===== config.mk =====
export PLATFORM = sky130hd
export DESIGN_NAME = slot_hotplug_ctrl
export DESIGN_NICKNAME = d
export VERILOG_FILES = /design/src/rtl/slot_hp_pkg.sv /design/src/rtl/hp_sync.sv /design/src/rtl/hp_window.sv /design/src/rtl/hp_status.sv /design/src/rtl/slot_hotplug_ctrl.sv
export SDC_FILE = /design/constraint.sdc
export NUM_CORES = 1
export LEC_CHECK = 0
export BUFFER_PORTS_ARGS = -buffer_cell sky130_fd_sc_hd__buf_2
export CAP_MARGIN = 20
export CELL_PAD_IN_SITES_DETAIL_PLACEMENT = 1
export CELL_PAD_IN_SITES_GLOBAL_PLACEMENT = 2
export CORE_AREA = 4 4 92 94
export CTS_BUF_LIST = sky130_fd_sc_hd__clkbuf_4
export DETAILED_ROUTE_END_ITERATION = 10
export DIE_AREA = 0 0 96 98
export GPL_TIMING_DRIVEN = 0
export HOLD_SLACK_MARGIN = 0.15
export PLACE_DENSITY_LB_ADDON = 0.1
export RECOVER_POWER = 25
export SYNTH_ARGS = -nofsm -noshare
export SYNTH_HDL_FRONTEND = slang
export SYNTH_SLANG_ARGS = --single-unit

===== constraint.sdc =====
create_clock -name clk -period 3.75 [get_ports clk]
set_input_delay 0.75 -clock clk [delete_from_list [all_inputs] [get_ports clk]]
set_output_delay 0.75 -clock clk [all_outputs]
set_load 0.01 [all_outputs]

===== src/rtl/slot_hp_pkg.sv =====
package slot_hp_pkg;

    localparam int EV_W      = 6;
    localparam int EV_LATCH  = 0;
    localparam int EV_BUTTON = 1;
    localparam int EV_GONE   = 2;
    localparam int EV_REFUSE = 3;
    localparam int EV_CANCEL = 4;
    localparam int EV_READY  = 5;

    typedef enum logic [2:0] {
        S_OFF,
        S_ARM_ON,
        S_PWR_RST,
        S_LINK,
        S_ON,
        S_ARM_OFF,
        S_DRAIN
    } slot_state_e;

    typedef struct packed {
        logic pwr;
        logic rst;
        logic lock;
        logic ind_on;
        logic ind_blink;
        logic ready;
    } slot_drive_t;

    function automatic slot_drive_t decode_state(slot_state_e s);
        slot_drive_t d;
        d = '0;
        case (s)
            S_OFF:     begin d.rst = 1'b1; end
            S_ARM_ON:  begin d.rst = 1'b1; d.ind_blink = 1'b1; end
            S_PWR_RST: begin d.pwr = 1'b1; d.rst = 1'b1; d.lock = 1'b1; d.ind_on = 1'b1; end
            S_LINK:    begin d.pwr = 1'b1; d.lock = 1'b1; d.ind_on = 1'b1; end
            S_ON:      begin d.pwr = 1'b1; d.lock = 1'b1; d.ind_on = 1'b1; d.ready = 1'b1; end
            S_ARM_OFF: begin d.pwr = 1'b1; d.lock = 1'b1; d.ind_blink = 1'b1; end
            S_DRAIN:   begin d.pwr = 1'b1; d.rst = 1'b1; d.lock = 1'b1; d.ind_on = 1'b1; end
            default:   begin d.rst = 1'b1; end
        endcase
        return d;
    endfunction

endpackage


===== src/rtl/hp_sync.sv =====
module hp_sync #(
    parameter int W      = 3,
    parameter int STAGES = 2
) (
    input  logic         clk,
    input  logic         rst,
    input  logic [W-1:0] d,
    output logic [W-1:0] q
);
    logic [W-1:0] stage [STAGES];

    generate
        for (genvar s = 0; s < STAGES; s++) begin : g_stage
            always_ff @(posedge clk) begin
                if (rst) begin
                    stage[s] <= '0;
                end else if (s == 0) begin
                    stage[s] <= d;
                end else begin
                    stage[s] <= stage[(s == 0) ? 0 : s - 1];
                end
            end
        end
    endgenerate

    assign q = stage[STAGES-1];
endmodule


===== src/rtl/hp_window.sv =====
module hp_window #(
    parameter int TICK_DIV     = 10_000_000,
    parameter int WINDOW_TICKS = 50,
    parameter int BLINK_TICKS  = 5
) (
    input  logic clk,
    input  logic rst,
    input  logic run,
    output logic expire,
    output logic blink
);
    localparam int PW = $clog2(TICK_DIV + 1);
    localparam int WW = $clog2(WINDOW_TICKS + 1);
    localparam int BW = $clog2(BLINK_TICKS + 1);
    localparam logic [PW-1:0] PRE_LAST = PW'(TICK_DIV - 1);
    localparam logic [WW-1:0] WIN_LAST = WW'(WINDOW_TICKS - 1);
    localparam logic [BW-1:0] BLK_LAST = BW'(BLINK_TICKS - 1);

    logic [PW-1:0] pre;
    logic [WW-1:0] wcnt;
    logic [BW-1:0] bcnt;
    logic          tick;

    assign tick   = run && (pre == PRE_LAST);
    assign expire = tick && (wcnt == WIN_LAST);

    always_ff @(posedge clk) begin
        if (rst || !run) begin
            pre   <= '0;
            wcnt  <= '0;
            bcnt  <= '0;
            blink <= 1'b1;
        end else begin
            pre <= tick ? '0 : pre + 1'b1;
            if (tick) begin
                wcnt <= wcnt + 1'b1;
                if (bcnt == BLK_LAST) begin
                    bcnt  <= '0;
                    blink <= ~blink;
                end else begin
                    bcnt <= bcnt + 1'b1;
                end
            end
        end
    end
endmodule


===== src/rtl/hp_status.sv =====
module hp_status #(
    parameter int EV_W = 6
) (
    input  logic            clk,
    input  logic            rst,
    input  logic [EV_W-1:0] set,
    input  logic            clr_wr,
    input  logic [EV_W-1:0] clr_mask,
    input  logic [EV_W-1:0] int_en,
    output logic [EV_W-1:0] status,
    output logic            irq
);
    logic [EV_W-1:0] clr_now;

    assign clr_now = clr_wr ? clr_mask : '0;

    always_ff @(posedge clk) begin
        if (rst) begin
            status <= '0;
        end else begin
            status <= (status & ~clr_now) | set;
        end
    end

    assign irq = |(status & int_en);
endmodule


===== src/rtl/slot_hotplug_ctrl.sv =====
module slot_hotplug_ctrl
    import slot_hp_pkg::*;
#(
    parameter int TICK_DIV     = 10_000_000,
    parameter int WINDOW_TICKS = 50,
    parameter int BLINK_TICKS  = 5,
    parameter int RST_HOLD     = 1000
) (
    input  logic            clk,
    input  logic            rst,
    input  logic            latch_open,
    input  logic            card_present,
    input  logic            attn_button,
    input  logic            link_up,
    input  logic            cmd_power_on,
    input  logic            cmd_power_off,
    input  logic            attn_cmd,
    input  logic            clr_wr,
    input  logic [EV_W-1:0] clr_mask,
    input  logic [EV_W-1:0] int_en,
    output logic            slot_pwr,
    output logic            card_reset,
    output logic            interlock,
    output logic            pwr_ind,
    output logic            attn_ind,
    output logic            slot_ready,
    output logic [EV_W-1:0] ev_status,
    output logic            irq
);
    localparam int RW = $clog2(RST_HOLD + 1);
    localparam logic [RW-1:0] HOLD_LAST = RW'(RST_HOLD - 1);

    slot_state_e     state, state_nx;
    slot_drive_t     drv;
    logic [2:0]      raw_in, syn, syn_q;
    logic            latch_s, pres_s, btn_s;
    logic            latch_close, press, gone;
    logic            win_run, win_expire, blink;
    logic [RW-1:0]   hold_cnt;
    logic            hold_done;
    logic [EV_W-1:0] ev_set;
    logic            ask_on, ask_any;

    assign raw_in = {attn_button, card_present, latch_open};

    hp_sync #(.W(3), .STAGES(2)) u_sync (
        .clk (clk),
        .rst (rst),
        .d   (raw_in),
        .q   (syn)
    );

    always_ff @(posedge clk) begin
        if (rst) syn_q <= '0;
        else     syn_q <= syn;
    end

    assign latch_s     = syn[0];
    assign pres_s      = syn[1];
    assign btn_s       = syn[2];
    assign latch_close = syn_q[0] & ~latch_s;
    assign gone        = syn_q[1] & ~pres_s;
    assign press       = btn_s & ~syn_q[2];

    assign win_run = (state == S_ARM_ON) || (state == S_ARM_OFF);

    hp_window #(
        .TICK_DIV     (TICK_DIV),
        .WINDOW_TICKS (WINDOW_TICKS),
        .BLINK_TICKS  (BLINK_TICKS)
    ) u_window (
        .clk    (clk),
        .rst    (rst),
        .run    (win_run),
        .expire (win_expire),
        .blink  (blink)
    );

    always_ff @(posedge clk) begin
        if (rst || state != S_PWR_RST) hold_cnt <= '0;
        else                           hold_cnt <= hold_cnt + 1'b1;
    end
    assign hold_done = (hold_cnt == HOLD_LAST);

    assign ask_on  = cmd_power_on | press;
    assign ask_any = cmd_power_on | cmd_power_off | press;

    always_comb begin
        state_nx          = state;
        ev_set            = '0;
        ev_set[EV_LATCH]  = latch_close;
        ev_set[EV_BUTTON] = press;
        ev_set[EV_GONE]   = gone;
        case (state)
            S_OFF: begin
                if (ask_on) begin
                    if (latch_s || !pres_s) ev_set[EV_REFUSE] = 1'b1;
                    else                    state_nx = S_ARM_ON;
                end
            end
            S_ARM_ON: begin
                if (gone) begin
                    state_nx = S_OFF;
                end else if (ask_any) begin
                    ev_set[EV_CANCEL] = 1'b1;
                    state_nx = S_OFF;
                end else if (win_expire) begin
                    state_nx = S_PWR_RST;
                end
            end
            S_PWR_RST: begin
                if (gone)           state_nx = S_DRAIN;
                else if (hold_done) state_nx = S_LINK;
            end
            S_LINK: begin
                if (gone) begin
                    state_nx = S_DRAIN;
                end else if (link_up) begin
                    ev_set[EV_READY] = 1'b1;
                    state_nx = S_ON;
                end
            end
            S_ON: begin
                if (gone)                        state_nx = S_DRAIN;
                else if (cmd_power_off || press) state_nx = S_ARM_OFF;
            end
            S_ARM_OFF: begin
                if (gone) begin
                    state_nx = S_DRAIN;
                end else if (ask_any) begin
                    ev_set[EV_CANCEL] = 1'b1;
                    state_nx = S_ON;
                end else if (win_expire) begin
                    state_nx = S_DRAIN;
                end
            end
            S_DRAIN: state_nx = S_OFF;
            default: state_nx = S_OFF;
        endcase
    end

    always_ff @(posedge clk) begin
        if (rst) state <= S_OFF;
        else     state <= state_nx;
    end

    hp_status #(.EV_W(EV_W)) u_status (
        .clk      (clk),
        .rst      (rst),
        .set      (ev_set),
        .clr_wr   (clr_wr),
        .clr_mask (clr_mask),
        .int_en   (int_en),
        .status   (ev_status),
        .irq      (irq)
    );

    assign drv        = decode_state(state);
    assign slot_pwr   = drv.pwr;
    assign card_reset = drv.rst;
    assign interlock  = drv.lock;
    assign slot_ready = drv.ready;
    assign pwr_ind    = drv.ind_blink ? blink : drv.ind_on;
    assign attn_ind   = attn_cmd | ev_status[EV_REFUSE];
endmodule


==> results.ini, run 1 <==
[run_status]
outcome=finished clean

[routing]
drt_iter0_drc=59
via_count=2455
routed_wl_um=6640
dr.pass1.iters=4
wire_per_inst_um=13.6
postRouteAntennaNets=0
drc=0
via_per_inst=5.04

[logic_synthesis]
ys_ff_latch=62
synth_edf_count=0
yosysWarnings=0
syn_avg_cell_area_um2=8.65
synth_flop_cell=dfxtp_1
synth_top_area_frac=0.427
syn_inst=336
synth_async_sr_flop_share=0
yosys.cell_types.count=52
yosysSeqAreaShare=0.427
synth_top_area_cell=dfxtp_1
synthTopCellsByArea=dfxtp_1, nor2_1, xnor2_1, xor2_1, nand2_1
syn_area_um2=2910
syn_nets=364

[power_and_ir_drop]
power_uw=1490
p_leak_uw=0.00124
ir_drop_mv=0.190
power_density_nw_per_um2=444

[clock_network]
clk_pin_slew_ps=100
cts_num_sinks=62
clk_path_buf_depth=2
hold_buffers=0
htreeDepth=3
cts_setup_buffers=0
root_buffer=clkbuf_4
numCtsBuffers=9
ctsResizeCount=0
clkLatencyLatePin_ps=400
cts_tree=built

[critical_path]
worstPathRequired_ps=3000
max_stage_delay_ps=410
cp_num_buf_inv=2
critPathArrivalTime_ps=1740
cp_max_fo=10
path_class=flip-flop to primary output
crit_path_start_kind=flip-flop
path_cells=clkbuf_1 > nor2b_1 > o21ai_0 > nand3_1 > buf_2
critPathTopFamily=buffers and inverters
critical-path-slowest-cell=dfxtp_1
endpoint_kind=primary output
ff2ff_setup_slack_ps=1830

[timing]
layout_min_cycle_time_ps=2490
clock_skew_ps=9.90
min_period_over_period=0.664
fin_setup_tns_ps=0
fmax_mhz=401
whs_ps=454
drv_slew=0
finalSetupViolCount=0
hold_violations=0
worst_pin_slew_ps=486
rsz0062_at_grt=false
max_slew_margin=0.675

[global_routing]
overflow=0
grt.met2_usage=0.247
use_met1=0.202
grt_busiest_layer=met2
grtUsageMet3=0.0539
grt_pass1_wl_um=11800
grt_antenna_before_repair=0
grt_usage=0.157
grt_pass1_vias=2527
grt_max_degree=12

[die]
io_pins=35
die_h_um=98
start_util=0.380
fp.dieArea_um2=9410
die_w_um=96
core_um2=7650
row_count=32

[flow_run]
drv_cap=0

[finish]
fin_util=0.439
areaGrowthSynthToFinish_pct=15.5
nNetsFinal=409
antenna_cells=0
drive_gt1_frac=0.171
fillers=947
design_area_um2=3360

[placed_design]
place_congestion=0.791
hpwl_um=4880
place_area_um2=3200
io_buffers=34

[worst_hold_path]
worstHoldPathType=flip-flop to flip-flop

worst reg2reg max path: cells and delay by family, from the launching register on:
kind	cells	cell delay (ps)
AND/OR/NAND/NOR	3	700
AO/OA/AOI/OAI	2	350
flip-flops	1	380
buffers and inverters	1	190
adder cells (fa/ha/maj)	1	220
power breakdown:
part           internal, uW  switching (uW)  leakage [uW]
registers               684            18.3      0.000502
logic                   107             165      0.000667
clock network           265             251     0.0000757
total                  1060             434       0.00124
synthesized netlist by cell type, types with 8 or more instances:
cell type  instances
a21oi_1           19
dfxtp_1           62
inv_1              8
nand2_1           28
nand3_1           13
nand4_1            8
nor2_1            50
nor2b_1           15
o21ai_0            8
or3_1              8
xnor2_1           16
xor2_1            13
cells by family after synthesis:
group                    share of synthesized area
AND/OR/NAND/NOR                              0.325
flip-flops                                   0.427
AO/OA/AOI/OAI                               0.0948
XOR/XNOR                                    0.0874
buffers and inverters                       0.0293
adder cells (fa/ha/maj)                     0.0258
multiplexers                                0.0103
layer usage:
metal,wire length [um],vias up
met5,0,-
met4,63,0
met3,248,7
met2,3050,27
met1,3290,1165
li1,-,1256
sequential cells by signal (all words and copies together) (netlist names):
signal	cells
u_status.status	6
u_window.pre	24
u_window.wcnt	6
syn_q	3
u_window.blink	1
u_sync.stage	6
hold_cnt	10
u_window.bcnt	3
state	3
metrics by stage:
step / setup WS, ps / std cells
2_1_floorplan: 1950 / 336
3_3_place_gp: 1690 / 472
3_5_place_dp: 1690 / 472
4_1_cts: 1210 / 487
5_1_grt: 997 / 487
6_report: 1260 / 487
path summary, 6_finish.rpt:
| path | cells past startpoint | from | end |
|---|---|---|---|
| max | 5 | state[1]$_SDFFE_PP0P_ | pwr_ind |
| min | 1 | u_sync.stage[0][0]$_SDFF_PP0_ | u_sync.stage[1][0]$_SDFF_PP0_ |
| max reg2reg | 7 | u_window.pre[0]$_SDFF_PP0_ | u_window.wcnt[2]$_SDFFE_PP0P_ |
| min reg2reg | 1 | u_sync.stage[0][0]$_SDFF_PP0_ | u_sync.stage[1][0]$_SDFF_PP0_ |
area by class of cell:
cell class	count	area, um^2	share of cell area
clock inverters	6	87.6	0.0261
well taps	102	128	0.0380
plain buffers	12	55.1	0.0164
flip-flops and latches	62	1240	0.370
repair buffers	34	169	0.0503
multi-input cells	254	1580	0.470
clock buffers	9	67.6	0.0201
inverters	8	30.0	0.00895
placed cells by master, fill, tap and decap left out, types with 6 or more instances in the layout:
cell,count
ha_1,6
clkbuf_4,9
nor3_1,7
nand3_1,13
clkbuf_1,7
or3_1,8
dfxtp_1,62
and3_1,7
buf_2,38
xnor2_1,16
o21ai_0,8
nand2_1,28
xor2_1,13
nand4_1,8
inv_1,8
nand2b_1,6
nor2_1,50
nor2b_1,15
a21oi_1,19
Note: power is estimated with default switching activity, not from simulation.
==> run 2, diff against run 1 <==
CORE_AREA = 4 4 95 97   (was 4 4 92 94)
DIE_AREA = 0 0 99 101   (was 0 0 96 98)
clock period = 2.5 ns   (was 3.75 ns; I/O delays follow)
==> run 2 against run 1 <==
Sequential power rose by 50%. Via count rose by 0.24%. Global-route usage fell by 0.64 points. Final area fell by 0.60%. Clock skew rose by 8.8 ps. Worst hold slack got worse by 150 ps. Largest cell class unchanged.
==> results.ini, run 2 (synthesized netlist as in run 1, its figures left out) <==
[timing]
fmax_mhz=442
hold_violations=0  ; unchanged
drv_slew=0  ; unchanged
fin_setup_tns_ps=0  ; unchanged
layout_min_cycle_time_ps=2260
finalSetupViolCount=0  ; unchanged
clock_skew_ps=18.7  ; +8.77 ps
max_slew_margin=0.695  ; +0.0202
worst_pin_slew_ps=456  ; -30.2 ps
rsz0062_at_grt=false
min_period_over_period=0.904

[die]
die_w_um=99  ; +3.1%
start_util=0.357  ; -0.0227
fp.dieArea_um2=10000  ; +6.3%
die_h_um=101  ; +3.1%
row_count=33  ; +3.1%
io_pins=35  ; unchanged
core_um2=8130  ; +6.4%

[power_and_ir_drop]
power_density_nw_per_um2=643  ; +45%
p_leak_uw=0.00123  ; -1.4%
ir_drop_mv=0.264  ; +39%
power_uw=2140  ; +44%

[routing]
via_per_inst=5.01  ; -0.57%
wire_per_inst_um=13.8  ; +1.1%
routed_wl_um=6770  ; +1.9%
drc=0  ; unchanged
drt_iter0_drc=43  ; -27%
dr.pass1.iters=4  ; unchanged
via_count=2461  ; +0.24%
postRouteAntennaNets=0  ; unchanged

[critical_path]
critical-path-slowest-cell=dfxtp_1
endpoint_kind=primary output
path_cells=clkbuf_1 > nor2b_1 > o21ai_0 > nand3_1 > buf_2
ff2ff_setup_slack_ps=580  ; -1250 ps
max_stage_delay_ps=360  ; -50 ps
cp_max_fo=10  ; unchanged
startpoint=state[2]$_SDFFE_PP0P_
critPathArrivalTime_ps=1760  ; +20 ps
worstPathRequired_ps=2000  ; -1000 ps
crit_path_start_kind=flip-flop
path_class=flip-flop to primary output
r2r_cells=7  ; unchanged
regToRegEndpoint=u_window.wcnt[2]$_SDFFE_PP0P_
reg2reg_from=u_window.pre[0]$_SDFF_PP0_
crit_end=pwr_ind

[worst_hold_path]
worstHoldPathType=primary input to flip-flop
whs_path_depth=2  ; +1

[global_routing]
grt_usage=0.150  ; -0.00641
overflow=0  ; unchanged
grt_antenna_before_repair=0  ; unchanged
grt_pass1_wl_um=12100  ; +2.8%
grt_pass1_vias=2590  ; +2.5%
grt_max_degree=12  ; unchanged

[clock_network]
hold_buffers=0  ; unchanged
root_buffer=clkbuf_4
htreeDepth=3  ; unchanged
ctsResizeCount=0  ; unchanged
clkLatencyLatePin_ps=400  ; about the same
numCtsBuffers=9  ; unchanged
cts_tree=built
cts_num_sinks=62  ; unchanged
clk_path_buf_depth=2  ; unchanged
clk_pin_slew_ps=120  ; +20 ps
cts_setup_buffers=0  ; unchanged

[finish]
fin_util=0.410  ; -0.0287
drive_gt1_frac=0.168  ; -0.00303
top_register=u_window.pre
nNetsFinal=409  ; unchanged
largest_reg_flops=24  ; unchanged
final_cell_mix=dfxtp_1, nor2_1, buf_2
final_common_cell=dfxtp_1
reg_top3=u_window.pre: 24 flops, hold_cnt: 10 flops
antenna_cells=0  ; unchanged
areaGrowthSynthToFinish_pct=14.9

[flow_run]
drv_cap=0  ; unchanged

[run_status]
outcome=finished clean

[placed_design]
hpwl_um=5020  ; +2.9%
io_buffers=34  ; unchanged
place_congestion=0.784  ; -0.90%

## run 2: metrics by stage
stage | cell area, um^2 | std cells | setup slack [ps] | hold WS, ps
3_3_place_gp | 3210 | 475 | 569 | 416
6_report | 3340 | 491 | 240 | 308
3_5_place_dp | 3210 | 475 | 549 | 428
2_1_floorplan | 2910 | 336 | 821 | 414
5_1_grt | 3340 | 491 | 48.8 | 270
4_1_cts | 3340 | 491 | 164 | 272
## run 2: critical path: cells and delay by family, from the launching register on
| family | cells | cell delay [ps] |
|---|---|---|
| buf+inv | 2 | 470 |
| simple gates | 2 | 400 |
| flops | 1 | 360 |
| compound gates | 1 | 130 |
## run 2: worst min path at each step
| stage | from | to | slack [ps] |
|---|---|---|---|
| floorplan | u_sync.stage[0][0]$_SDFF_PP0_ | u_sync.stage[1][0]$_SDFF_PP0_ | 410 |
| global route | card_present | u_sync.stage[0][1]$_SDFF_PP0_ | 270 |
| detailed placement | u_sync.stage[0][1]$_SDFF_PP0_ | u_sync.stage[1][1]$_SDFF_PP0_ | 430 |
| global placement | u_sync.stage[0][2]$_SDFF_PP0_ | u_sync.stage[1][2]$_SDFF_PP0_ | 420 |
| finish | latch_open | u_sync.stage[0][0]$_SDFF_PP0_ | 310 |
| CTS | latch_open | u_sync.stage[0][0]$_SDFF_PP0_ | 270 |
## run 2: layout make-up
cell class              count  area, um^2
repair buffers             34         166
flip-flops and latches     62        1240
inverters                   8        30.0
clock inverters             7        65.1
multi-input cells         254        1580
well taps                 105         131
plain buffers              12        56.3
fillers                  1014        4800
clock buffers               9        67.6
## run 2: power breakdown
| part | switching (uW) | internal, uW | leakage (uW) |
|---|---|---|---|
| Combinational | 242 | 160 | 0.000662 |
| Sequential | 28.3 | 1030 | 0.000502 |
| Clock | 393 | 296 | 0.0000630 |
| Total | 663 | 1480 | 0.00123 |
## run 2: metal layers
| layer | routed length [um] | global-route usage | vias to the layer above |
|---|---|---|---|
| met5 | 0 | 0 | - |
| met1 | 3290 | 0.191 | 1160 |
| met2 | 3150 | 0.241 | 33 |
| li1 | - | - | 1257 |
| met4 | 120 | 0.0683 | 0 |
| met3 | 219 | 0.0367 | 11 |
